## src/rtl/swp_pkg.sv

```systemverilog
package swp_pkg;
  typedef enum logic [2:0] {
    ST_IDLE = 3'd0,
    ST_RD   = 3'd1,
    ST_WR   = 3'd2,
    ST_INT  = 3'd3,
    ST_DONE = 3'd4
  } swp_state_e;
endpackage

```

## src/rtl/swp_ctl.sv

```systemverilog
module swp_ctl
  import swp_pkg::*;
(
  input  logic clk_i,
  input  logic rst_ni,
  input  logic cmd_valid_i,
  input  logic cond_pass_i,
  input  logic bus_abort_i,
  output logic accept_o,
  output logic load_en_o,
  output logic busy_o,
  output logic done_o,
  output logic trap_o,
  output logic bus_req_o,
  output logic bus_we_o,
  output logic bus_lock_o,
  output logic rf_we_o
);
  swp_state_e state_q, state_d;
  logic abort_q, abort_d;
  logic exec_q, exec_d;

  always_comb begin
    state_d = state_q;
    abort_d = abort_q;
    exec_d  = exec_q;
    unique case (state_q)
      ST_IDLE: if (cmd_valid_i) begin
        exec_d  = cond_pass_i;
        abort_d = 1'b0;
        state_d = cond_pass_i ? ST_RD : ST_DONE;
      end
      ST_RD: begin
        // read abort: skip the write so memory stays intact
        if (bus_abort_i) begin
          abort_d = 1'b1;
          state_d = ST_DONE;
        end else begin
          state_d = ST_WR;
        end
      end
      ST_WR: begin
        if (bus_abort_i) abort_d = 1'b1;
        state_d = ST_INT;
      end
      ST_INT:  state_d = ST_DONE;
      ST_DONE: state_d = ST_IDLE;
      default: state_d = ST_IDLE;
    endcase
  end

  always_ff @(posedge clk_i or negedge rst_ni) begin
    if (!rst_ni) begin
      state_q <= ST_IDLE;
      abort_q <= 1'b0;
      exec_q  <= 1'b0;
    end else begin
      state_q <= state_d;
      abort_q <= abort_d;
      exec_q  <= exec_d;
    end
  end

  assign accept_o   = (state_q == ST_IDLE) && cmd_valid_i;
  assign load_en_o  = (state_q == ST_RD) && !bus_abort_i;
  assign busy_o     = (state_q != ST_IDLE);
  assign done_o     = (state_q == ST_DONE);
  assign trap_o     = done_o && abort_q;
  assign bus_req_o  = (state_q == ST_RD) || (state_q == ST_WR);
  assign bus_we_o   = (state_q == ST_WR);
  assign bus_lock_o = bus_req_o;
  assign rf_we_o    = done_o && exec_q && !abort_q;
endmodule

```

## src/rtl/swp_lane.sv

```systemverilog
module swp_lane #(
  parameter int unsigned DW = 32,
  localparam int unsigned NLANE = DW / 8,
  localparam int unsigned LSW = $clog2(NLANE)
) (
  input  logic           byte_i,
  input  logic [LSW-1:0] lane_i,
  input  logic [DW-1:0]  src_i,
  input  logic [DW-1:0]  rdata_i,
  output logic [DW-1:0]  store_o,
  output logic [DW-1:0]  load_o
);
  logic [DW-1:0] rep;
  logic [DW-1:0] shifted;

  for (genvar g = 0; g < NLANE; g++) begin : g_rep
    assign rep[g*8 +: 8] = src_i[7:0];
  end

  assign shifted = rdata_i >> {lane_i, 3'b000};
  assign store_o = byte_i ? rep : src_i;
  assign load_o  = byte_i ? {{(DW-8){1'b0}}, shifted[7:0]} : rdata_i;
endmodule

```

## src/rtl/swp_oper.sv

```systemverilog
module swp_oper #(
  parameter int unsigned DW = 32,
  parameter int unsigned AW = 32,
  parameter int unsigned RW = 4
) (
  input  logic          clk_i,
  input  logic          rst_ni,
  input  logic          accept_i,
  input  logic          load_en_i,
  input  logic          byte_i,
  input  logic [RW-1:0] idx_i,
  input  logic [DW-1:0] src_i,
  input  logic [AW-1:0] addr_i,
  input  logic [DW-1:0] load_i,
  output logic          byte_o,
  output logic [RW-1:0] idx_o,
  output logic [DW-1:0] src_o,
  output logic [AW-1:0] addr_o,
  output logic [DW-1:0] load_o
);
  always_ff @(posedge clk_i or negedge rst_ni) begin
    if (!rst_ni) begin
      byte_o <= 1'b0;
      idx_o  <= '0;
      src_o  <= '0;
      addr_o <= '0;
      load_o <= '0;
    end else begin
      if (accept_i) begin
        byte_o <= byte_i;
        idx_o  <= idx_i;
        src_o  <= src_i;
        addr_o <= addr_i;
      end
      if (load_en_i) load_o <= load_i;
    end
  end
endmodule

```

## src/rtl/swp_seq.sv

```systemverilog
module swp_seq #(
  parameter int unsigned DW = 32,
  parameter int unsigned AW = 32,
  parameter int unsigned RW = 4,
  localparam int unsigned LSW = $clog2(DW / 8)
) (
  input  logic          clk_i,
  input  logic          rst_ni,
  input  logic          cmd_valid_i,
  input  logic          cond_pass_i,
  input  logic          byte_i,
  input  logic [RW-1:0] rd_idx_i,
  input  logic [DW-1:0] src_val_i,
  input  logic [AW-1:0] addr_i,
  output logic          busy_o,
  output logic          done_o,
  output logic          abort_trap_o,
  output logic          bus_req_o,
  output logic          bus_we_o,
  output logic          bus_lock_o,
  output logic          bus_byte_o,
  output logic [AW-1:0] bus_addr_o,
  output logic [DW-1:0] bus_wdata_o,
  input  logic [DW-1:0] bus_rdata_i,
  input  logic          bus_abort_i,
  output logic          rf_we_o,
  output logic [RW-1:0] rf_idx_o,
  output logic [DW-1:0] rf_wdata_o
);
  logic          accept, load_en;
  logic          op_byte;
  logic [DW-1:0] op_src, lane_store, lane_load;
  logic [AW-1:0] op_addr;

  swp_ctl i_ctl (
    .clk_i       (clk_i),
    .rst_ni      (rst_ni),
    .cmd_valid_i (cmd_valid_i),
    .cond_pass_i (cond_pass_i),
    .bus_abort_i (bus_abort_i),
    .accept_o    (accept),
    .load_en_o   (load_en),
    .busy_o      (busy_o),
    .done_o      (done_o),
    .trap_o      (abort_trap_o),
    .bus_req_o   (bus_req_o),
    .bus_we_o    (bus_we_o),
    .bus_lock_o  (bus_lock_o),
    .rf_we_o     (rf_we_o)
  );

  swp_oper #(.DW(DW), .AW(AW), .RW(RW)) i_oper (
    .clk_i     (clk_i),
    .rst_ni    (rst_ni),
    .accept_i  (accept),
    .load_en_i (load_en),
    .byte_i    (byte_i),
    .idx_i     (rd_idx_i),
    .src_i     (src_val_i),
    .addr_i    (addr_i),
    .load_i    (lane_load),
    .byte_o    (op_byte),
    .idx_o     (rf_idx_o),
    .src_o     (op_src),
    .addr_o    (op_addr),
    .load_o    (rf_wdata_o)
  );

  swp_lane #(.DW(DW)) i_lane (
    .byte_i  (op_byte),
    .lane_i  (op_addr[LSW-1:0]),
    .src_i   (op_src),
    .rdata_i (bus_rdata_i),
    .store_o (lane_store),
    .load_o  (lane_load)
  );

  assign bus_addr_o  = op_addr;
  assign bus_byte_o  = op_byte && bus_req_o;
  assign bus_wdata_o = lane_store;
endmodule

```

## config.mk

```make
export PLATFORM = sky130hd
export DESIGN_NAME = swp_seq
export DESIGN_NICKNAME = d
export VERILOG_FILES = /design/src/rtl/swp_pkg.sv /design/src/rtl/swp_ctl.sv /design/src/rtl/swp_lane.sv /design/src/rtl/swp_oper.sv /design/src/rtl/swp_seq.sv
export SDC_FILE = /design/constraint.sdc
export NUM_CORES = 1
export LEC_CHECK = 0
export ABC_AREA = 1
export BUFFER_PORTS_ARGS = -buffer_cell sky130_fd_sc_hd__buf_4
export CAP_MARGIN = 10
export CELL_PAD_IN_SITES_DETAIL_PLACEMENT = 1
export CELL_PAD_IN_SITES_GLOBAL_PLACEMENT = 2
export CORE_MARGIN = 2
export CORE_UTILIZATION = 25
export DETAILED_ROUTE_END_ITERATION = 6
export GPL_ROUTABILITY_DRIVEN = 0
export PLACE_DENSITY_LB_ADDON = 0.3
export REMOVE_ABC_BUFFERS = 1
export SKIP_CTS_REPAIR_TIMING = 1
export SYNTH_ARGS = -nofsm -noshare
export SYNTH_HDL_FRONTEND = slang
export SYNTH_SLANG_ARGS = --single-unit
```

## constraint.sdc

```tcl
create_clock -name clk_i -period 1.3 [get_ports clk_i]
set_input_delay 0.065 -clock clk_i [delete_from_list [all_inputs] [get_ports clk_i]]
set_output_delay 0.065 -clock clk_i [all_outputs]
set_load 0.01 [all_outputs]
```

==> key figures <==
Worst setup path
  • Setup Crit Path Kind: register to register
  • Reg2Reg Depth: 8
  • Most used cell, CP: nor2_4
  • CP startpoint kind: register
  • Critical-path top delay cell: dfrtp_2
  • Crit end category: register
  • RR Startpoint: i_ctl.state_q[1]
  • R2r endpoint: i_oper.src_o[17]
  • CP Data Arrival Time: 1820 ps
  • CP Max Fanout: 8
  • Worst path max stage delay: 440 ps
  • Required @ worst endpoint: 1580 ps
  • R2R setup slack: -230 ps
  • Crit-path cells: nor2_4, nand2_4, nor2_4, buf_12, buf_8, clkbuf_16, nand2_2, o21ai_1

Die
  • DIE AREA: 0.0199 mm^2
  • Core area: 0.0186 mm^2
  • DIE WIDTH: ~140 um
  • Initial core utilization: around a quarter
  • I/O pins: 214
  • Rows: 50
  • Die Y: around 140 um

STA
  • Setup Skew: 8.46 ps
  • Fin. Hold Viols: 3
  • Final Max Slew Viols: 0
  • RSZ-0062 raised after global routing: yes
  • Max-slew headroom: 63.0%
  • Fin crit share: 118%
  • Final Setup Violations: around 130
  • Setup ws final: -235 ps
  • Slew @ Worst Pin: 552 ps
  • Hold_ws: -4.48 ps
  • Fin crit period: 1530 ps
  • FMAX: 0.652 GHz

Hold path
  • Hold_sp: bus_rdata_i[20]
  • Hold worst-path end: i_oper.load_o[20]
  • Class of the worst hold path: primary input to register
  • Hold Path Stages: 3

GRT
  • Global-route wire length before repair: 26.0 mm
  • Gr usage total: roughly 17%
  • Largest net degree at the start of global routing: 67
  • Vias in the first global route: 4815
  • Gr ovfl total: 0
  • Initial antenna violation count: 1

Route
  • Routed via count: 5267
  • Wire per inst: 18.1 um
  • Antenna Nets Post-Route: 0
  • Pre-Repair DR Iteration Count: 4
  • Detailed Route Iter0 Violations: 182
  • DRC: 0
  • Routed wire length: ~21 mm
  • DR vias/cell: 4.55

Finish
  • Layout cells sized above 1: around 48%
  • Final nets: 1023
  • Design area: 0.00915 mm^2
  • FILL cells: 2131
  • Area Overhead vs Synth: 94.6%
  • Fin util: ~49%

Synthesis
  • Simple-gate share of the synthesized area: 22.2%
  • Largest area contributor in the netlist: dfrtp_1
  • Yosys reg bits: 106
  • Warnings, synthesis: 0
  • Post-Synth XOR/XNOR Area: 0%
  • Post-Synth Adder-Cell Area: 0%
  • Post-Syn Area: roughly 0.0047 mm^2
  • Share of the synthesized area in the top cell type: 56.4%
  • Leading post-synthesis cells by cell area: dfrtp_1 56%, nand2_1 19%, o21ai_0 13%
  • Syn_area_per_cell: 8.06 um^2
  • Syn Inst Count: a little under 600
  • Mux cell area share after synthesis: 0%
  • Post-synth cell types: 18
  • Synth Area in Compound Gates: a little over an eighth
  • Seq/Total Area, Yosys: 56.4%
  • Largest family of logic cells by synthesized area: simple AND/OR/NAND/NOR gates

Pwr
  • Pwr per Cell Area: 2400 mW/mm^2
  • Leak: 4.62 nW
  • Maximum vdd drop: approximately 910 uV

Clocking
  • CTS tree: done
  • CTS root buf: clkbuf_16
  • Max clock buf depth: 2
  • CTS H-tree depth: 3
  • Num CTS Buffers: 9
  • Clk sink count: around 110
  • Clock transition at path regs: ~80 ps
  • Clock latency on the worst-skew pair: 360 ps

Flow run
  • Count of max-cap constraint violations: 0

Run status
  • Violated checks: hold timing, setup timing
  • Status: finished with violations

Placement
  • Post-DP Area: 0.00661 mm^2
  • HPWL Detailed: approximately 12 mm
  • Port bufs: between 200 and 250
[metrics by stage]
stage          hold slack, ps  total power, mW  std cells  TNS (ps)  setup WS [ps]
2_1_floorplan            -231             9.67        542    -80870           -851
3_3_place_gp             45.0             14.6       1012         0           39.4
3_5_place_dp             47.4             14.9       1012     -83.3          -20.6
4_1_cts                  -348             17.9       1028     -9550           -364
5_1_grt                 -6.23             23.3       1157    -26330           -296
6_report                -4.48             21.9       1157    -18300           -235
[report_power, final]
group	switching [mW]	total (mW)	internal (mW)
Combinational	6.81	13.1	6.33
Clock	1.33	2.88	1.55
Sequential	1.01	5.91	4.89
Total	9.16	21.9	12.8
[metal layers]
metal	track usage, %	vias up	part of all wire, %
met5	0	-	0
met3	2.99	29	3.3
met1	19.9	2616	41
met4	7.16	0	2.1
li1	-	2510	-
met2	29.7	112	54
[logic make-up (layout without fill, tap and decap cells)]
family	count (synthesis)	after routing
simple gates	270	270
buf+inv	80	419
flops	106	106
other cells	0	1
compound gates	127	127
[worst max-delay path: cells and delay by family (launching register included)]
family / cells / cell delay, ps
AO/OA/AOI/OAI: 1 / 70
buffers and inverters: 3 / 450
flip-flops: 1 / 440
AND/OR/NAND/NOR: 4 / 500
[flip-flops by register name, summed over array words and instances, names as in the netlist]
register	cells
i_ctl.exec_q	1
i_oper.byte_o	1
i_ctl.abort_q	1
i_oper.idx_o	4
i_oper.load_o	32
i_oper.addr_o	32
i_oper.src_o	32
i_ctl.state_q	3
[worst max path at each step]
stage	startpoint	to	slack, ps
6_report	i_ctl.state_q[1]	i_oper.src_o[17]	-230
5_1_grt	i_ctl.state_q[1]	i_oper.src_o[17]	-300
4_1_cts	i_oper.byte_o	bus_wdata_o[23]	-360
3_5_place_dp	i_ctl.state_q[1]	i_oper.src_o[21]	-20
3_3_place_gp	i_ctl.state_q[2]	i_oper.load_o[7]	40
2_1_floorplan	i_ctl.state_q[2]	i_oper.load_o[7]	-850
[cell usage in the layout (no fill, tap or decap), types with 20 or more instances in the layout]
| cell | synthesis | layout |
|---|---|---|
| o21ai_2 | 0 | 30 |
| buf_4 | 9 | 224 |
| clkbuf_16 | 0 | 20 |
| o21ai_1 | 1 | 37 |
| nor2_1 | 27 | 22 |
| dlygate4sd3_1 | 0 | 93 |
| nand2_4 | 1 | 34 |
| nand2_2 | 0 | 77 |
| dfrtp_1 | 106 | 104 |
| inv_1 | 37 | 34 |
| o21ai_0 | 121 | 55 |
| nand2_1 | 233 | 123 |
[Yosys cell counts, drive strengths merged]
library cell,n
a21oi,5
dfrtp,106
clkbuf,17
nor3,1
nand2,234
o21ai,122
nor2,29
buf,24
inv,38
clkinv,1
nand3,6
[area by class of cell]
| class | instances | area [um^2] | area share (%) |
|---|---|---|---|
| flip-flops and latches | 106 | 2660 | 29.0 |
| well taps | 234 | 293 | 3.20 |
| inverters | 39 | 149 | 1.63 |
| diodes | 1 | 2.50 | 0.0274 |
| multi-input cells | 397 | 2290 | 25.1 |
| clock buffers | 10 | 239 | 2.61 |
| repair buffers | 364 | 3450 | 37.7 |
| clock inverters | 6 | 65.1 | 0.711 |
Note: power is estimated with default switching activity, not from simulation.
